==> config.mk <==
export PLATFORM = sky130hd
export DESIGN_NAME = ycc2rgb_csc
export DESIGN_NICKNAME = d
export VERILOG_FILES = /design/src/rtl/ycc_pkg.sv /design/src/rtl/ycc_cfg_bank.sv /design/src/rtl/ycc_offset_stage.sv /design/src/rtl/ycc_mac_channel.sv /design/src/rtl/ycc2rgb_csc.sv
export SDC_FILE = /design/constraint.sdc
export NUM_CORES = 2
export LEC_CHECK = 0
export BUFFER_PORTS_ARGS = -buffer_cell sky130_fd_sc_hd__buf_2
export CAP_MARGIN = 15
export CORE_MARGIN = 4
export CORE_UTILIZATION = 55
export DETAILED_ROUTE_END_ITERATION = 16
export GPL_TIMING_DRIVEN = 0
export PLACE_DENSITY_LB_ADDON = 0.2
export SETUP_SLACK_MARGIN = 0.2
export SYNTH_ARGS = -nofsm -noshare
export SYNTH_HDL_FRONTEND = slang
export SYNTH_SLANG_ARGS = --single-unit
==> constraint.sdc <==
create_clock -name clk -period 14.29 [get_ports clk]
set_input_delay 2.858 -clock clk [delete_from_list [all_inputs] [get_ports clk]]
set_output_delay 2.858 -clock clk [all_outputs]
set_load 0.02 [all_outputs]
==> src/rtl/ycc_pkg.sv <==
package ycc_pkg;

    localparam int CFG_W   = 32;
    localparam int CODE_W  = 10;
    localparam int FRAC_W  = 8;
    localparam int OFS_W   = 8;
    localparam int CVAL_W  = FRAC_W + 4;

    typedef logic signed [CVAL_W-1:0] coef_t;
    typedef logic signed [OFS_W-1:0]  ofs_t;

    typedef struct packed {
        coef_t luma;
        coef_t cb_r;
        coef_t cr_r;
        coef_t cb_g;
        coef_t cr_g;
        coef_t cb_b;
        coef_t cr_b;
    } coef_set_t;

    typedef struct packed {
        ofs_t y;
        ofs_t cb;
        ofs_t cr;
    } ofs_set_t;

    // Integer code sits above the fraction; result is in 1/256 units.
    function automatic coef_t decode_coef(input logic [CODE_W-1:0] code);
        logic signed [CVAL_W-FRAC_W-1:0] whole;
        unique case (code[CODE_W-1 -: 2])
            2'b00:   whole = 0;
            2'b01:   whole = 1;
            2'b10:   whole = 2;
            default: whole = -1;
        endcase
        return coef_t'({whole, code[FRAC_W-1:0]});
    endfunction

endpackage

==> src/rtl/ycc_cfg_bank.sv <==
module ycc_cfg_bank
    import ycc_pkg::*;
#(
    parameter int ADDR_W  = 2,
    parameter int N_WORDS = 3
) (
    input  logic              clk,
    input  logic              rst,
    input  logic              we,
    input  logic [ADDR_W-1:0] sel,
    input  logic [CFG_W-1:0]  data,
    output coef_set_t         coefs,
    output ofs_set_t          ofs
);

    logic [CFG_W-1:0] words [N_WORDS];

    generate
        for (genvar w = 0; w < N_WORDS; w++) begin : g_word
            always_ff @(posedge clk) begin
                if (rst)
                    words[w] <= '0;
                else if (we && sel == ADDR_W'(w))
                    words[w] <= data;
            end

            // a select of an existing word stores the data
            assert_cfg_store_R1: assert property (@(posedge clk) disable iff (rst)
                (we && sel == ADDR_W'(w)) |=> (words[w] == $past(data)));

            // an out-of-range select leaves the word alone
            assert_cfg_ignore_R1: assert property (@(posedge clk) disable iff (rst)
                (we && sel >= ADDR_W'(N_WORDS)) |=> $stable(words[w]));
        end
    endgenerate

    // Field unpacking (layout fixed by R3)
    always_comb begin
        ofs.y      = ofs_t'(words[0][23:16]);
        ofs.cb     = ofs_t'(words[0][15:8]);
        ofs.cr     = ofs_t'(words[0][7:0]);
        coefs.cr_b = decode_coef({words[1][1:0], words[0][31:24]});
        coefs.luma = decode_coef(words[1][11:2]);
        coefs.cr_g = decode_coef(words[1][21:12]);
        coefs.cb_g = decode_coef(words[1][31:22]);
        coefs.cb_b = decode_coef(words[2][9:0]);
        coefs.cr_r = decode_coef(words[2][19:10]);
        coefs.cb_r = decode_coef(words[2][29:20]);
    end

    logic [1:0] unused_w2_top;
    assign unused_w2_top = words[2][31:30];

    // integer code 11 is the only one that yields a negative gain
    assert_coef_sign_R2: assert property (@(posedge clk) disable iff (rst)
        (coefs.luma < 0) == (words[1][11:10] == 2'b11));

endmodule

==> src/rtl/ycc_offset_stage.sv <==
module ycc_offset_stage
    import ycc_pkg::*;
#(
    parameter int PIX_W = 8,
    localparam int ADJ_W = PIX_W + 2
) (
    input  logic                    clk,
    input  logic                    rst,
    input  logic                    valid_i,
    input  logic [PIX_W-1:0]        y_i,
    input  logic [PIX_W-1:0]        cb_i,
    input  logic [PIX_W-1:0]        cr_i,
    input  ofs_set_t                ofs,
    output logic                    valid_q,
    output logic signed [ADJ_W-1:0] y_q,
    output logic signed [ADJ_W-1:0] cb_q,
    output logic signed [ADJ_W-1:0] cr_q
);

    localparam int CENTER = 1 << (PIX_W - 1);

    always_ff @(posedge clk) begin
        if (rst)
            valid_q <= 1'b0;
        else
            valid_q <= valid_i;
    end

    always_ff @(posedge clk) begin
        y_q  <= ADJ_W'(signed'({1'b0, y_i}))  + ADJ_W'(ofs.y);
        cb_q <= ADJ_W'(signed'({1'b0, cb_i})) - ADJ_W'(CENTER) + ADJ_W'(ofs.cb);
        cr_q <= ADJ_W'(signed'({1'b0, cr_i})) - ADJ_W'(CENTER) + ADJ_W'(ofs.cr);
    end

    // mid-scale chroma with no offset lands on zero
    assert_chroma_center_R4: assert property (@(posedge clk) disable iff (rst)
        (ofs.cb == 0 && cb_i == PIX_W'(CENTER)) |=> (cb_q == 0));

endmodule

==> src/rtl/ycc_mac_channel.sv <==
module ycc_mac_channel
    import ycc_pkg::*;
#(
    parameter int PIX_W = 8,
    localparam int ADJ_W  = PIX_W + 2,
    localparam int PROD_W = CVAL_W + ADJ_W,
    localparam int ACC_W  = PROD_W + 2
) (
    input  logic                    clk,
    input  logic                    rst,
    input  coef_t                   k_y,
    input  coef_t                   k_cb,
    input  coef_t                   k_cr,
    input  logic signed [ADJ_W-1:0] y_adj,
    input  logic signed [ADJ_W-1:0] cb_adj,
    input  logic signed [ADJ_W-1:0] cr_adj,
    output logic [PIX_W-1:0]        pix
);

    localparam int HALF    = 1 << (FRAC_W - 1);
    localparam int PIX_MAX = (1 << PIX_W) - 1;

    logic signed [PROD_W-1:0] p_y, p_cb, p_cr;
    logic signed [ACC_W-1:0]  rounded;

    // stage 2: products
    always_ff @(posedge clk) begin
        p_y  <= k_y  * y_adj;
        p_cb <= k_cb * cb_adj;
        p_cr <= k_cr * cr_adj;
    end

    // stage 3: sum, round half-up, clamp
    always_comb begin
        rounded = (ACC_W'(p_y) + ACC_W'(p_cb) + ACC_W'(p_cr) + ACC_W'(HALF)) >>> FRAC_W;
    end

    always_ff @(posedge clk) begin
        if (rounded < 0)
            pix <= '0;
        else if (rounded > ACC_W'(PIX_MAX))
            pix <= PIX_W'(PIX_MAX);
        else
            pix <= rounded[PIX_W-1:0];
    end

    assert_sat_low_R7: assert property (@(posedge clk) disable iff (rst)
        (rounded < 0) |=> (pix == '0));

    assert_sat_high_R7: assert property (@(posedge clk) disable iff (rst)
        (rounded > ACC_W'(PIX_MAX)) |=> (pix == PIX_W'(PIX_MAX)));

endmodule

==> src/rtl/ycc2rgb_csc.sv <==
module ycc2rgb_csc
    import ycc_pkg::*;
#(
    parameter int PIX_W  = 8,
    parameter int ADDR_W = 2
) (
    input  logic              clk,
    input  logic              rst,
    input  logic              cfg_we,
    input  logic [ADDR_W-1:0] cfg_sel,
    input  logic [CFG_W-1:0]  cfg_data,
    input  logic              in_valid,
    input  logic [PIX_W-1:0]  in_y,
    input  logic [PIX_W-1:0]  in_cb,
    input  logic [PIX_W-1:0]  in_cr,
    output logic              out_valid,
    output logic [PIX_W-1:0]  out_r,
    output logic [PIX_W-1:0]  out_g,
    output logic [PIX_W-1:0]  out_b
);

    localparam int ADJ_W = PIX_W + 2;
    localparam int N_CH  = 3;

    coef_set_t coefs;
    ofs_set_t  ofs;

    ycc_cfg_bank #(.ADDR_W(ADDR_W), .N_WORDS(3)) u_cfg (
        .clk   (clk),
        .rst   (rst),
        .we    (cfg_we),
        .sel   (cfg_sel),
        .data  (cfg_data),
        .coefs (coefs),
        .ofs   (ofs)
    );

    logic                    v_s1, v_s2;
    logic signed [ADJ_W-1:0] y_a, cb_a, cr_a;

    ycc_offset_stage #(.PIX_W(PIX_W)) u_ofs (
        .clk     (clk),
        .rst     (rst),
        .valid_i (in_valid),
        .y_i     (in_y),
        .cb_i    (in_cb),
        .cr_i    (in_cr),
        .ofs     (ofs),
        .valid_q (v_s1),
        .y_q     (y_a),
        .cb_q    (cb_a),
        .cr_q    (cr_a)
    );

    coef_t            k_cb [N_CH];
    coef_t            k_cr [N_CH];
    logic [PIX_W-1:0] pix  [N_CH];

    assign k_cb[0] = coefs.cb_r;
    assign k_cr[0] = coefs.cr_r;
    assign k_cb[1] = coefs.cb_g;
    assign k_cr[1] = coefs.cr_g;
    assign k_cb[2] = coefs.cb_b;
    assign k_cr[2] = coefs.cr_b;

    generate
        for (genvar ch = 0; ch < N_CH; ch++) begin : g_ch
            ycc_mac_channel #(.PIX_W(PIX_W)) u_mac (
                .clk    (clk),
                .rst    (rst),
                .k_y    (coefs.luma),
                .k_cb   (k_cb[ch]),
                .k_cr   (k_cr[ch]),
                .y_adj  (y_a),
                .cb_adj (cb_a),
                .cr_adj (cr_a),
                .pix    (pix[ch])
            );
        end
    endgenerate

    always_ff @(posedge clk) begin
        if (rst) begin
            v_s2      <= 1'b0;
            out_valid <= 1'b0;
        end else begin
            v_s2      <= v_s1;
            out_valid <= v_s2;
        end
    end

    assign out_r = pix[0];
    assign out_g = pix[1];
    assign out_b = pix[2];

    // edges seen since reset, saturating at the pipeline depth
    logic [1:0] since_rst;
    always_ff @(posedge clk) begin
        if (rst)
            since_rst <= '0;
        else if (since_rst != 2'd3)
            since_rst <= since_rst + 2'd1;
    end

    assert_valid_latency_R8: assert property (@(posedge clk) disable iff (rst)
        (since_rst == 2'd3) |-> (out_valid == $past(in_valid, 3)));

    assert_reset_idle_R9: assert property (@(posedge clk)
        $past(rst) |-> !out_valid);

endmodule

==> results.sh <==
export IMPL_dp_hpwl_mm=94.6
export IMPL_finalCritPeriodShare_pct=50.4
export IMPL_synthesis_nets=6089
export IMPL_hold_class="register to register"
export IMPL_drc=0
export IMPL_place_ws_ns=7.16
export IMPL_final_common_cell="inv_1"
export IMPL_routabilityCongestion=0.929
export IMPL_track_usage_pct=27.2
export IMPL_crit_required_ns=14.68
export IMPL_cts_buffer_depth=3
export IMPL_synth_cell_types=64
export IMPL_post_cts_setup_buffers=0
export IMPL_finClkSkew_ns=0.0279
export IMPL_dr_max_layer_used="met5"
export IMPL_setup_tns_ns=0
export IMPL_finalHoldViolCount=0
export IMPL_core_mm2=0.0804
export IMPL_routed_wl_mm=113
export IMPL_first_pass_iters=6
export IMPL_cts_resized=0
export IMPL_max_clock_freq_ghz=0.139
export IMPL_syn_inst=4725
export IMPL_wl_met3_mm=9.57
export IMPL_rsz0062_at_grt="no"
export IMPL_ys_ff_latch=305
export IMPL_drive_above_1_share_pct=3.91
export IMPL_wl_met1_mm=49.0
export IMPL_seq_area_frac_synth_pct=15.8
export IMPL_grt_max_degree=33
export IMPL_die_h_um=293
export IMPL_cts_hold_repair_buffers=0
export IMPL_dieWidth_um=293
export IMPL_holdWs_ns=0.444
export IMPL_initial_core_util_pct=55.4
export IMPL_area_delta_synth_final_pct=7.42
export IMPL_drv_slew=0
export IMPL_port_buffer_count=86
export IMPL_htreeDepth=2
export IMPL_synth_avg_cell_area_um2=9.43
export IMPL_drt_iter0_drc=2151
export IMPL_synth_flop_cell="dfxtp_1"
export IMPL_ys_async_sr_fraction_pct=0
export IMPL_cp_data_arrival_time_ns=7.59
export IMPL_endpoint_kind="register"
export IMPL_cts_sinks=305
export IMPL_maxCapViolCount=0
export IMPL_ys_warnings_count=0
export IMPL_cts_root_buf="clkbuf_16"
export IMPL_worst_pin_slew_ns=1.11
export IMPL_fin_crit_ns=7.20
export IMPL_slew_headroom_pct=26.2
export IMPL_grt_pass1_wl_mm=180
export IMPL_rows=104
export IMPL_postLayoutCoreUtil_pct=59.5
export IMPL_routedWlPerCell_um=19.0
export IMPL_cp_max_fo=12
export IMPL_post_drt_via_cell_ratio=5.22
export IMPL_synth_edff_count=94
export IMPL_met2_length_mm=50.3
export IMPL_status="finished, final reports clean"
export IMPL_setup_viol=0
export IMPL_crit_type="register to register"
export IMPL_worst_slack_ns=7.09
export IMPL_netlist_area_mm2=0.0446
export IMPL_grt_remaining_overflow=0
export IMPL_grt_pass1_vias=31900
export IMPL_reg2reg_setup_slack_ns=7.09
export IMPL_start_kind="register"
export IMPL_postRouteAntennaNets=0
export IMPL_cts_tree="yes"
export IMPL_finalNetCount=6218
export IMPL_cts_buffers_inserted=41
export IMPL_mostFrequentLayoutCells="inv_1 (1,194), fa_1 (788), ha_1 (514)"
export IMPL_clkLatencyLatePin_ns=0.58
export IMPL_die_area_mm2=0.0857
export IMPL_grt_antenna_before_repair=12
export IMPL_vias=31100
export IMPL_clkTransAtPathRegs_ns=0.07
export IMPL_io_pins=87
-- synth_stat cells, types with 8 or more instances --
library cell | instances | area (um2)
a31o_2 | 12 | 105
a21o_1 | 45 | 338
ha_1 | 514 | 6430
nand2b_1 | 29 | 181
nor2b_1 | 31 | 194
a211o_1 | 14 | 123
nor2_1 | 134 | 503
fa_1 | 788 | 15800
a31oi_1 | 11 | 68.8
nand2_1 | 440 | 1650
nand3_1 | 42 | 210
inv_1 | 1194 | 4480
xor2_1 | 48 | 420
and3_1 | 39 | 244
or3_1 | 15 | 93.8
a21oi_1 | 130 | 651
o21bai_1 | 37 | 278
dfxtp_1 | 211 | 4220
o21ai_0 | 32 | 160
and2_1 | 393 | 2460
xnor2_1 | 166 | 1450
o21ai_1 | 8 | 40.0
edfxtp_1 | 94 | 2820
clkbuf_1 | 152 | 571
o21a_1 | 23 | 173
nor3_1 | 45 | 225
-- sequential cells by signal, summed over array words and instances, names as in the netlist --
| signal | flops |
|---|---|
| g_ch.u_mac.p_cb | 66 |
| g_ch.u_mac.p_cr | 66 |
| g_ch.u_mac.p_y | 22 |
| g_ch.u_mac.pix | 24 |
| out_valid | 1 |
| u_cfg.words | 94 |
| u_ofs.cb_q | 10 |
| u_ofs.cr_q | 10 |
| u_ofs.valid_q | 1 |
| u_ofs.y_q | 10 |
| v_s2 | 1 |
-- final timing paths --
check | from | cells past startpoint | endpoint
max | u_ofs.cr_q[9] | 20 | g_ch[1].u_mac.p_cr[21]
max reg2reg | u_ofs.cr_q[9] | 20 | g_ch[1].u_mac.p_cr[21]
min | v_s2 | 1 | out_valid
min reg2reg | v_s2 | 1 | out_valid
-- worst max-delay path: stages (launching register included) --
cell	delay, ns
dfxtp_1	0.46
inv_1	0.16
clkbuf_1	0.60
buf_1	0.87
nor2_1	0.15
fa_1	0.54
fa_1	0.45
fa_1	0.47
fa_1	0.49
inv_1	0.05
fa_1	0.47
inv_1	0.04
ha_1	0.33
and3_1	0.24
nand3_1	0.11
a211o_1	0.29
nand3_1	0.13
nand2_1	0.11
o2111ai_1	0.23
a21oi_1	0.11
xnor2_1	0.73
-- metal layers --
layer  global-route usage, %  up-vias
li1                        -    14400
met2                    42.4      964
met1                    38.0    15500
met5                       0        -
met3                    6.32      188
met4                    8.79        6
-- kinds of logic after synthesis --
kind of cell             count (synthesis)  synth area share (%)
AO/OA/AOI/OAI                          356                  5.35
AND/OR/NAND/NOR                       1198                  13.4
multiplexers                             1                0.0253
XOR/XNOR                               214                  4.20
buffers and inverters                 1349                  11.4
adder cells (fa/ha/maj)               1302                  49.8
flip-flops                             305                  15.8
-- final cells by class --
| type | count | area, um2 |
|---|---|---|
| clock inverters | 26 | 432 |
| multi-input cells | 3071 | 32500 |
| plain buffers | 155 | 582 |
| clock buffers | 49 | 1110 |
| flip-flops and latches | 305 | 7050 |
| diodes | 5 | 12.5 |
| well taps | 1060 | 1330 |
| inverters | 1194 | 4480 |
| repair buffers | 86 | 430 |
| fillers | 7065 | 32500 |
-- metrics by stage --
| step | cells | instance area (um2) |
|---|---|---|
| 6_report | 5951 | 47900 |
| 5_1_grt | 5946 | 47900 |
| 4_1_cts | 5946 | 47900 |
| 3_5_place_dp | 5871 | 46300 |
| 3_3_place_gp | 5871 | 46300 |
| 2_1_floorplan | 4725 | 44600 |
Power is not shown: default switching activity piles up to over one toggle a cycle in this logic, so the estimate is an artifact.
